===== config.mk =====
export PLATFORM = sky130hd
export DESIGN_NAME = fxr_to_int_rnd
export DESIGN_NICKNAME = d
export VERILOG_FILES = /design/src/rtl/fxr_pkg.sv /design/src/rtl/fxr_incr_sel.sv /design/src/rtl/fxr_round_core.sv /design/src/rtl/fxr_range_chk.sv /design/src/rtl/fxr_to_int_rnd.sv
export SDC_FILE = /design/constraint.sdc
export NUM_CORES = 1
export LEC_CHECK = 0
export ABC_AREA = 1
export BUFFER_PORTS_ARGS = -buffer_cell sky130_fd_sc_hd__buf_4
export CORE_UTILIZATION = 59
export DETAILED_ROUTE_END_ITERATION = 8
export PLACE_DENSITY = 0.94
export SLEW_MARGIN = 10
export SYNTH_ARGS = -nofsm -noshare
export SYNTH_HDL_FRONTEND = slang
export SYNTH_SLANG_ARGS = --single-unit

===== constraint.sdc =====
create_clock -name clk -period 2.5 [get_ports clk]
set_clock_uncertainty 0.2 [all_clocks]
set_input_delay 0 -clock clk [delete_from_list [all_inputs] [get_ports clk]]
set_output_delay 0 -clock clk [all_outputs]
set_load 0.03 [all_outputs]

===== src/rtl/fxr_pkg.sv =====
package fxr_pkg;
  typedef enum logic [1:0] {
    RM_NEAR = 2'b00,
    RM_DOWN = 2'b01,
    RM_UP   = 2'b10,
    RM_ZERO = 2'b11
  } rmode_e;
endpackage


===== src/rtl/fxr_incr_sel.sv =====
module fxr_incr_sel #(
  parameter int FRAC_W = 7
) (
  input  logic [1:0]        mode,
  input  logic              sign,
  output logic [FRAC_W-1:0] incr,
  output logic              nearest
);
  import fxr_pkg::*;
  localparam logic [FRAC_W-1:0] HALF = {1'b1, {(FRAC_W-1){1'b0}}};
  localparam logic [FRAC_W-1:0] ALL1 = {FRAC_W{1'b1}};

  rmode_e rm;
  assign rm = rmode_e'(mode);

  always_comb begin
    nearest = 1'b0;
    unique case (rm)
      RM_NEAR: begin incr = HALF; nearest = 1'b1; end
      RM_DOWN: incr = sign ? ALL1 : '0;
      RM_UP:   incr = sign ? '0 : ALL1;
      default: incr = '0;
    endcase
  end
endmodule


===== src/rtl/fxr_round_core.sv =====
module fxr_round_core #(
  parameter int MAG_W  = 64,
  parameter int FRAC_W = 7,
  localparam int RND_W = MAG_W - FRAC_W
) (
  input  logic [MAG_W-1:0]  exact,
  input  logic [FRAC_W-1:0] incr,
  input  logic              nearest,
  output logic [RND_W-1:0]  mag_rnd,
  output logic              frac_nz,
  output logic              grew
);
  localparam logic [FRAC_W-1:0] HALF = {1'b1, {(FRAC_W-1){1'b0}}};

  logic [MAG_W-1:0]  sum;
  logic [FRAC_W-1:0] frac;
  logic [RND_W-1:0]  shifted;
  logic              tie;

  assign frac    = exact[FRAC_W-1:0];
  assign sum     = exact + {{(MAG_W-FRAC_W){1'b0}}, incr};
  assign shifted = sum[MAG_W-1:FRAC_W];
  assign tie     = nearest && (frac == HALF);
  assign frac_nz = |frac;

  always_comb begin
    mag_rnd    = shifted;
    mag_rnd[0] = shifted[0] & ~tie;
  end

  assign grew = {mag_rnd, {FRAC_W{1'b0}}} > exact;
endmodule


===== src/rtl/fxr_range_chk.sv =====
module fxr_range_chk #(
  parameter int RND_W = 57,
  parameter int INT_W = 32
) (
  input  logic [RND_W-1:0] mag_rnd,
  input  logic             sign,
  output logic [INT_W-1:0] z,
  output logic             bad
);
  logic [INT_W-1:0] low;
  logic             high;

  assign low  = mag_rnd[INT_W-1:0];
  assign high = |mag_rnd[RND_W-1:INT_W];
  assign z    = sign ? (~low + 1'b1) : low;
  assign bad  = high || ((z != '0) && (z[INT_W-1] ^ sign));
endmodule


===== src/rtl/fxr_to_int_rnd.sv =====
module fxr_to_int_rnd #(
  parameter int MAG_W  = 64,
  parameter int FRAC_W = 7,
  parameter int INT_W  = 32
) (
  input  logic             clk,
  input  logic             rst_n,
  input  logic             in_valid,
  output logic             in_ready,
  input  logic             in_sign,
  input  logic [63:0]      in_mag,
  input  logic [1:0]       in_mode,
  output logic             out_valid,
  input  logic             out_ready,
  output logic [31:0]      out_int,
  output logic             out_invalid,
  output logic             out_inexact,
  output logic             out_rndup
);
  import fxr_pkg::*;
  localparam int RND_W = MAG_W - FRAC_W;
  localparam logic [INT_W-1:0] INDEF = {1'b1, {(INT_W-1){1'b0}}};

  logic [FRAC_W-1:0] incr;
  logic              nearest;
  logic [RND_W-1:0]  mag_rnd;
  logic              frac_nz, grew;
  logic [INT_W-1:0]  z;
  logic              bad;
  logic              take;

  fxr_incr_sel #(.FRAC_W(FRAC_W)) u_sel (
    .mode(in_mode), .sign(in_sign), .incr(incr), .nearest(nearest)
  );

  fxr_round_core #(.MAG_W(MAG_W), .FRAC_W(FRAC_W)) u_core (
    .exact(in_mag), .incr(incr), .nearest(nearest),
    .mag_rnd(mag_rnd), .frac_nz(frac_nz), .grew(grew)
  );

  fxr_range_chk #(.RND_W(RND_W), .INT_W(INT_W)) u_chk (
    .mag_rnd(mag_rnd), .sign(in_sign), .z(z), .bad(bad)
  );

  assign in_ready = !out_valid || out_ready;
  assign take     = in_valid && in_ready;

  always_ff @(posedge clk or negedge rst_n) begin
    if (!rst_n) begin
      out_valid   <= 1'b0;
      out_int     <= '0;
      out_invalid <= 1'b0;
      out_inexact <= 1'b0;
      out_rndup   <= 1'b0;
    end else if (take) begin
      out_valid   <= 1'b1;
      out_int     <= bad ? INDEF : z;
      out_invalid <= bad;
      out_inexact <= !bad && frac_nz;
      out_rndup   <= !bad && frac_nz && grew;
    end else if (out_ready) begin
      out_valid   <= 1'b0;
    end
  end

  p_hold_r7: assert property (@(posedge clk) disable iff (!rst_n)
    out_valid && !out_ready |=> out_valid && $stable(out_int) && $stable(out_invalid)
      && $stable(out_inexact) && $stable(out_rndup));

  p_stall_r7: assert property (@(posedge clk) disable iff (!rst_n)
    out_valid && !out_ready |-> !in_ready);

  p_latency_r8: assert property (@(posedge clk) disable iff (!rst_n)
    in_valid && in_ready |=> out_valid);

  p_indef_r3: assert property (@(posedge clk) disable iff (!rst_n)
    out_valid && out_invalid |-> out_int == INDEF && !out_inexact && !out_rndup);

  p_up_needs_inexact_r6: assert property (@(posedge clk) disable iff (!rst_n)
    out_valid && out_rndup |-> out_inexact);

  p_zero_mode_no_up_r1: assert property (@(posedge clk) disable iff (!rst_n)
    in_valid && in_ready && in_mode == 2'b11 |=> !out_rndup);
endmodule


==> summary.md, run 1 <==
| Metric | Value |
|---|---|
| Io pins | `approximately 110` |
| Mapped Nets | `roughly 1200` |
| Err | `[ERROR GRT-0116] Global routing finished with congestion. Check the congestion regions in the DRC Viewer.` |
| Post-synth EDFFs | `0` |
| H-tree depth | `2` |
| Sink Count | `36` |
| Run status | `did not finish` |
| Stopped at | `global routing` |
| Place WS | `-2.43 ns` |
| Async set-reset flop share out of synthesis | `between 90% and 100%` |
| Most frequent cell after synthesis | `nand2_1` |
| Largest family of logic cells by synthesized area | `simple AND/OR/NAND/NOR gates` |
| XOR/XNOR Fraction of Synth Area | `around 3.2%` |
| Adder-cell share of the synthesized area | `between 6 and 7%` |
| Final Wtd Congestion | `between 1 and 1.5` |
| TritonCTS buffer count | `5` |
| Pin count of the biggest net entering global routing | `53` |
| Ranking of synthesized cells by area | `nand2_1 (20%), dfrtp_1 (14%), inv_1 (10%)` |
| Syn_area_per_cell | `~5.8 sq um` |
| Seq cells post-synth | `36` |
| FP Rows | `37` |
| Vias in the first global route | `around 14000` |
| Die Height | `~100 um` |
| Library cells used by synthesis | `50` |
| I/O Buffers | `about 110` |
| Most frequent cells after synthesis | `nand2_1 (329), inv_1 (172), nor2_1 (111)` |
| Multiplexer share of the synthesized area | `less than 1%` |
| GR Overflow Total | `~570` |
| Dominant synthesized flop cell | `dfrtp_1` |
| Mapped cell area | `approximately 6200 sq um` |
| Synth Area in Compound Gates | `under 10%` |
| HPWL after detailed placement | `between 20 and 25 mm` |
| Deepest clock path buffer count | `2` |
| CTS Root Cell | `clkbuf_8` |
| Yosys top cell by area | `nand2_1` |
| Synth top area share | `19.8%` |
| Synth warn | `0` |
| Die width | `105 um` |
| First-pass GRT wire length | `slightly above 80 mm` |
| Cells after Synth | `between 1000 and 1500` |
| Sequential fraction of the synthesis area | `between 10% and 20%` |
| All-Layer GR Usage | `between 90 and 100%` |
| Initial core utilization | `around 61%` |
| Simple-gate area share of the yosys netlist | `55.7%` |
per-stage QoR:
stage / instances / cell area, sq um / utilization, %
after CTS: 1632 / 9850 / 95.8
after detailed placement: 1592 / 9290 / 90.4
after global placement: 1592 / 9290 / 90.4
after floorplan: 1081 / 6290 / -
logic make-up after synthesis:
logic type	Yosys count
xor gates and xnor gates	23
AOI/OAI and AO/OA	73
adders and majority gates	30
muxes	1
DFF	36
and+or+nand+nor	713
buffers and inverters	205
per-layer routing:
layer,GRT usage (%),overflow
met5,42.4,4
met4,96.8,123
met3,78.9,14
met1,90.5,11
met2,117,414
timing repair:
| item | in CTS |
|---|---|
| setup buffers | 29 |
| gates resized for setup | 31 |
| pin swaps | 28 |
| endpoints found under the hold margin | 37 |
| cloned | 3 |
| endpoints found under the setup margin | 35 |
| hold buffers | 2 |
==> inputs of run 2 (changes only) <==
CORE_UTILIZATION = 40   (was 59)
PLACE_DENSITY = default   (was 0.94)
PLACE_DENSITY_LB_ADDON = 0.15   (was default)
==> run 2 against run 1 <==
  * The flow now finishes, with violations (negative setup slack)
  * Synthesized cell count is the same
  * Area after synthesis stayed put
==> summary.md, run 2 <==
| Metric | Value |
|---|---|
| Library cells used by synthesis | `50` |
| CTS Root Cell | `clkbuf_16` |
| Drt pass-1 iters | `5` |
| Worst slew margin | `roughly 67%` |
| Ranking of synthesized cells by area | `nand2_1 (20%), dfrtp_1 (14%), inv_1 (10%)` |
| HPWL after detailed placement | `around 19 mm` |
| PD cells | `about 220 nW/um^2` |
| Antenna Violating Nets Remaining | `0` |
| Deepest clock path buffer count | `2` |
| Drt via density | `between 4 and 5` |
| Reg-to-Reg Start | `out_valid` |
| Nets | `around 1600` |
| Final Wtd Congestion | `roughly 0.96` |
| Initial core utilization | `about two fifths` |
| Seq cells post-synth | `36` |
| Max incr delay on CP | `roughly 0.28 ns` |
| Reg2reg end | `out_valid` |
| Max Clock Freq | `233 MHz` |
| Most frequent cell after synthesis | `nand2_1` |
| Synth warn | `0` |
| Routed vias | `about 8400` |
| DRT iter0 DRCs | `410` |
| Fillers | `between 1000 and 1500` |
| H-tree depth | `2` |
| Placeable Area | `roughly 15000 sq um` |
| Critical path's top delay family | `simple AND/OR/NAND/NOR gates` |
| Sink Count | `36` |
| Area Overhead vs Synth | `65.5%` |
| Pin count of the biggest net entering global routing | `53` |
| Wirelength per Cell | `~13 um` |
| Mapped cell area | `roughly 6200 sq um` |
| Die Height | `127 um` |
| Most frequent cells after synthesis | `nand2_1 (329), inv_1 (172), nor2_1 (111)` |
| FP Rows | `45` |
| Share of cells above drive strength 1 | `roughly 40%` |
| Clk slew on worst S/H paths | `roughly 0.050 ns` |
| Maximum vdd ir drop | `approximately 0.27 mV` |
| All-Layer GR Usage | `between 20% and 30%` |
| Antenna violations before repair | `0` |
| Most frequent cells in the layout | `buf_4 (445), nand2_1 (324), inv_1 (171)` |
| Critical path depth | `34` |
| Critical Path AT | `~4.3 ns` |
| # DRC | `0` |
| Failing checks | `negative setup slack` |
| Placed Instances | `between 1500 and 2000` |
| Slew Limit Fails | `0` |
| Die area | `approximately 16000 sq um` |
| Most common cell after layout, fill and taps aside | `buf_4` |
| ANT cells | `0` |
| Worst Setup End Kind | `flop` |
| Async set-reset flop share out of synthesis | `100%` |
| Critical path type | `in2reg` |
| Actual slew at the worst max-slew pin | `0.498 ns` |
| I/O Buffers | `~110` |
| Non-Filler Instances | `about 1700` |
| CP Capture Point | `out_int[22]` |
| Synth top area share | `between 10% and 20%` |
| Post-route worst setup slack | `-1.78 ns` |
| Io pins | `roughly 110` |
| Critical path buffers and inverters | `5` |
| Sequential fraction of the synthesis area | `~14%` |
| RSZ-0062 raised after global routing | `yes` |
| Period utilisation layout | `171%` |
| Die width | `~130 um` |
| Worst Reg-to-Reg Cells | `5` |
| MaxCap Viol Count | `0` |
| Startpoint types | `input port` |
| Finish-stage setup viols | `35` |
| Hold Vio Cnt, Final | `0` |
| Crit. Startpoint | `in_sign` |
| Overall routed net length | `22.6 mm` |
| Cells after Synth | `roughly 1100` |
| CP max FO | `24` |
| Total negative slack | `-60.56 ns` |
| Mapped Nets | `between 1000 and 1500` |
| Overall Power | `about 0.0023 W` |
| Syn_area_per_cell | `5.76 sq um` |
| GR Overflow Total | `0` |
| Worst hold path type | `in2async` |
| Place WS | `-2.15 ns` |
| Vias in the first global route | `approximately 8000` |
| CP most frequent cell | `nor3_4` |
| TritonCTS clock tree | `done` |
| TritonCTS buffer count | `5` |
| Post-synth EDFFs | `0` |
| Slowest cell on crit path | `ha_1` |
| Top reg by flops | `out_int` |
| Yosys top cell by area | `nand2_1` |
| First-pass GRT wire length | `~36 mm` |
| Dominant synthesized flop cell | `dfrtp_1` |
| Req. time, crit path | `approximately 2.5 ns` |
| Max reg flops | `32` |
| Reg2Reg Setup Slack | `~0.77 ns` |
| Leak | `around 5.8 nW` |
| Run status | `complete, but fails checks` |
| Final Critical Period | `4.28 ns` |
| Clk Latency, worst-skew pair | `around 0.28 ns` |
-- run 2: cell counts after synthesis --
No cell type changed its count.
-- run 2: through the flow --
stage	hold WS, ns	util [%]	instance area, sq um
2_1_floorplan	-0.496	-	6290
3_3_place_gp	-0.226	63.5	9650
3_5_place_dp	-0.229	63.5	9650
4_1_cts	0.0146	66.7	10100
5_1_grt	0.0706	67.7	10300
6_report	0.00743	67.7	10300
-- run 2: worst min path at each step --
stage	to	slack [ns]	cells after the start
detailed placement	out_int[31]	-0.23	1
floorplan	out_inexact	-0.50	0
global route	out_int[29]	0.07	2
CTS	out_int[28]	0.01	2
finish	out_int[29]	0.007	2
global placement	out_int[28]	-0.23	1
-- run 2: cells by family (layout without fill, tap and decap cells) --
family	count (synthesis)	in the layout	synth area share, %
and+or+nand+nor	713	714	55.7
DFF	36	36	14.5
AOI/OAI and AO/OA	73	73	7.12
muxes	1	1	0.161
xor gates and xnor gates	23	23	3.24
adders and majority gates	30	30	6.03
buffers and inverters	205	655	13.2
-- run 2: worst reg2reg max path, delay by kind of cell (launching register included) --
kind | cells | cell delay (ns)
and+or+nand+nor | 3 | 0.24
buffers and inverters | 2 | 0.83
DFF | 1 | 0.34
-- run 2: layer usage --
layer,part of all wire (%),track usage [%]
met1,44,34.7
met2,50,51.5
met3,3.5,1.27
met4,2.8,10.2
met5,0,0
-- run 2: cell type report --
class	instances	area, sq um	share of cell area, %
sequential	36	901	8.75
inverter	185	697	6.77
clock buffer	6	129	1.25
clock inverter	1	5.00	0.0486
tap	188	235	2.28
timing repair buffer	463	3600	34.9
multi-input combinational	841	4730	46.0
-- run 2: timing repair --
action	in CTS	in global routing
resized for setup	35	21
hold buffers	3	0
gates cloned	1	2
hold endpoints to repair	37	0
pin swaps	31	14
buffers inserted	25	10
endpoints found under the setup margin	35	35
-- run 2: report_power, final --
group          switching (W)  internal, W
clock               0.000217     0.000361
combinational       0.000571     0.000557
sequential        0.00000166     0.000587
total               0.000790      0.00151
Note: power is estimated with default switching activity, not from simulation.
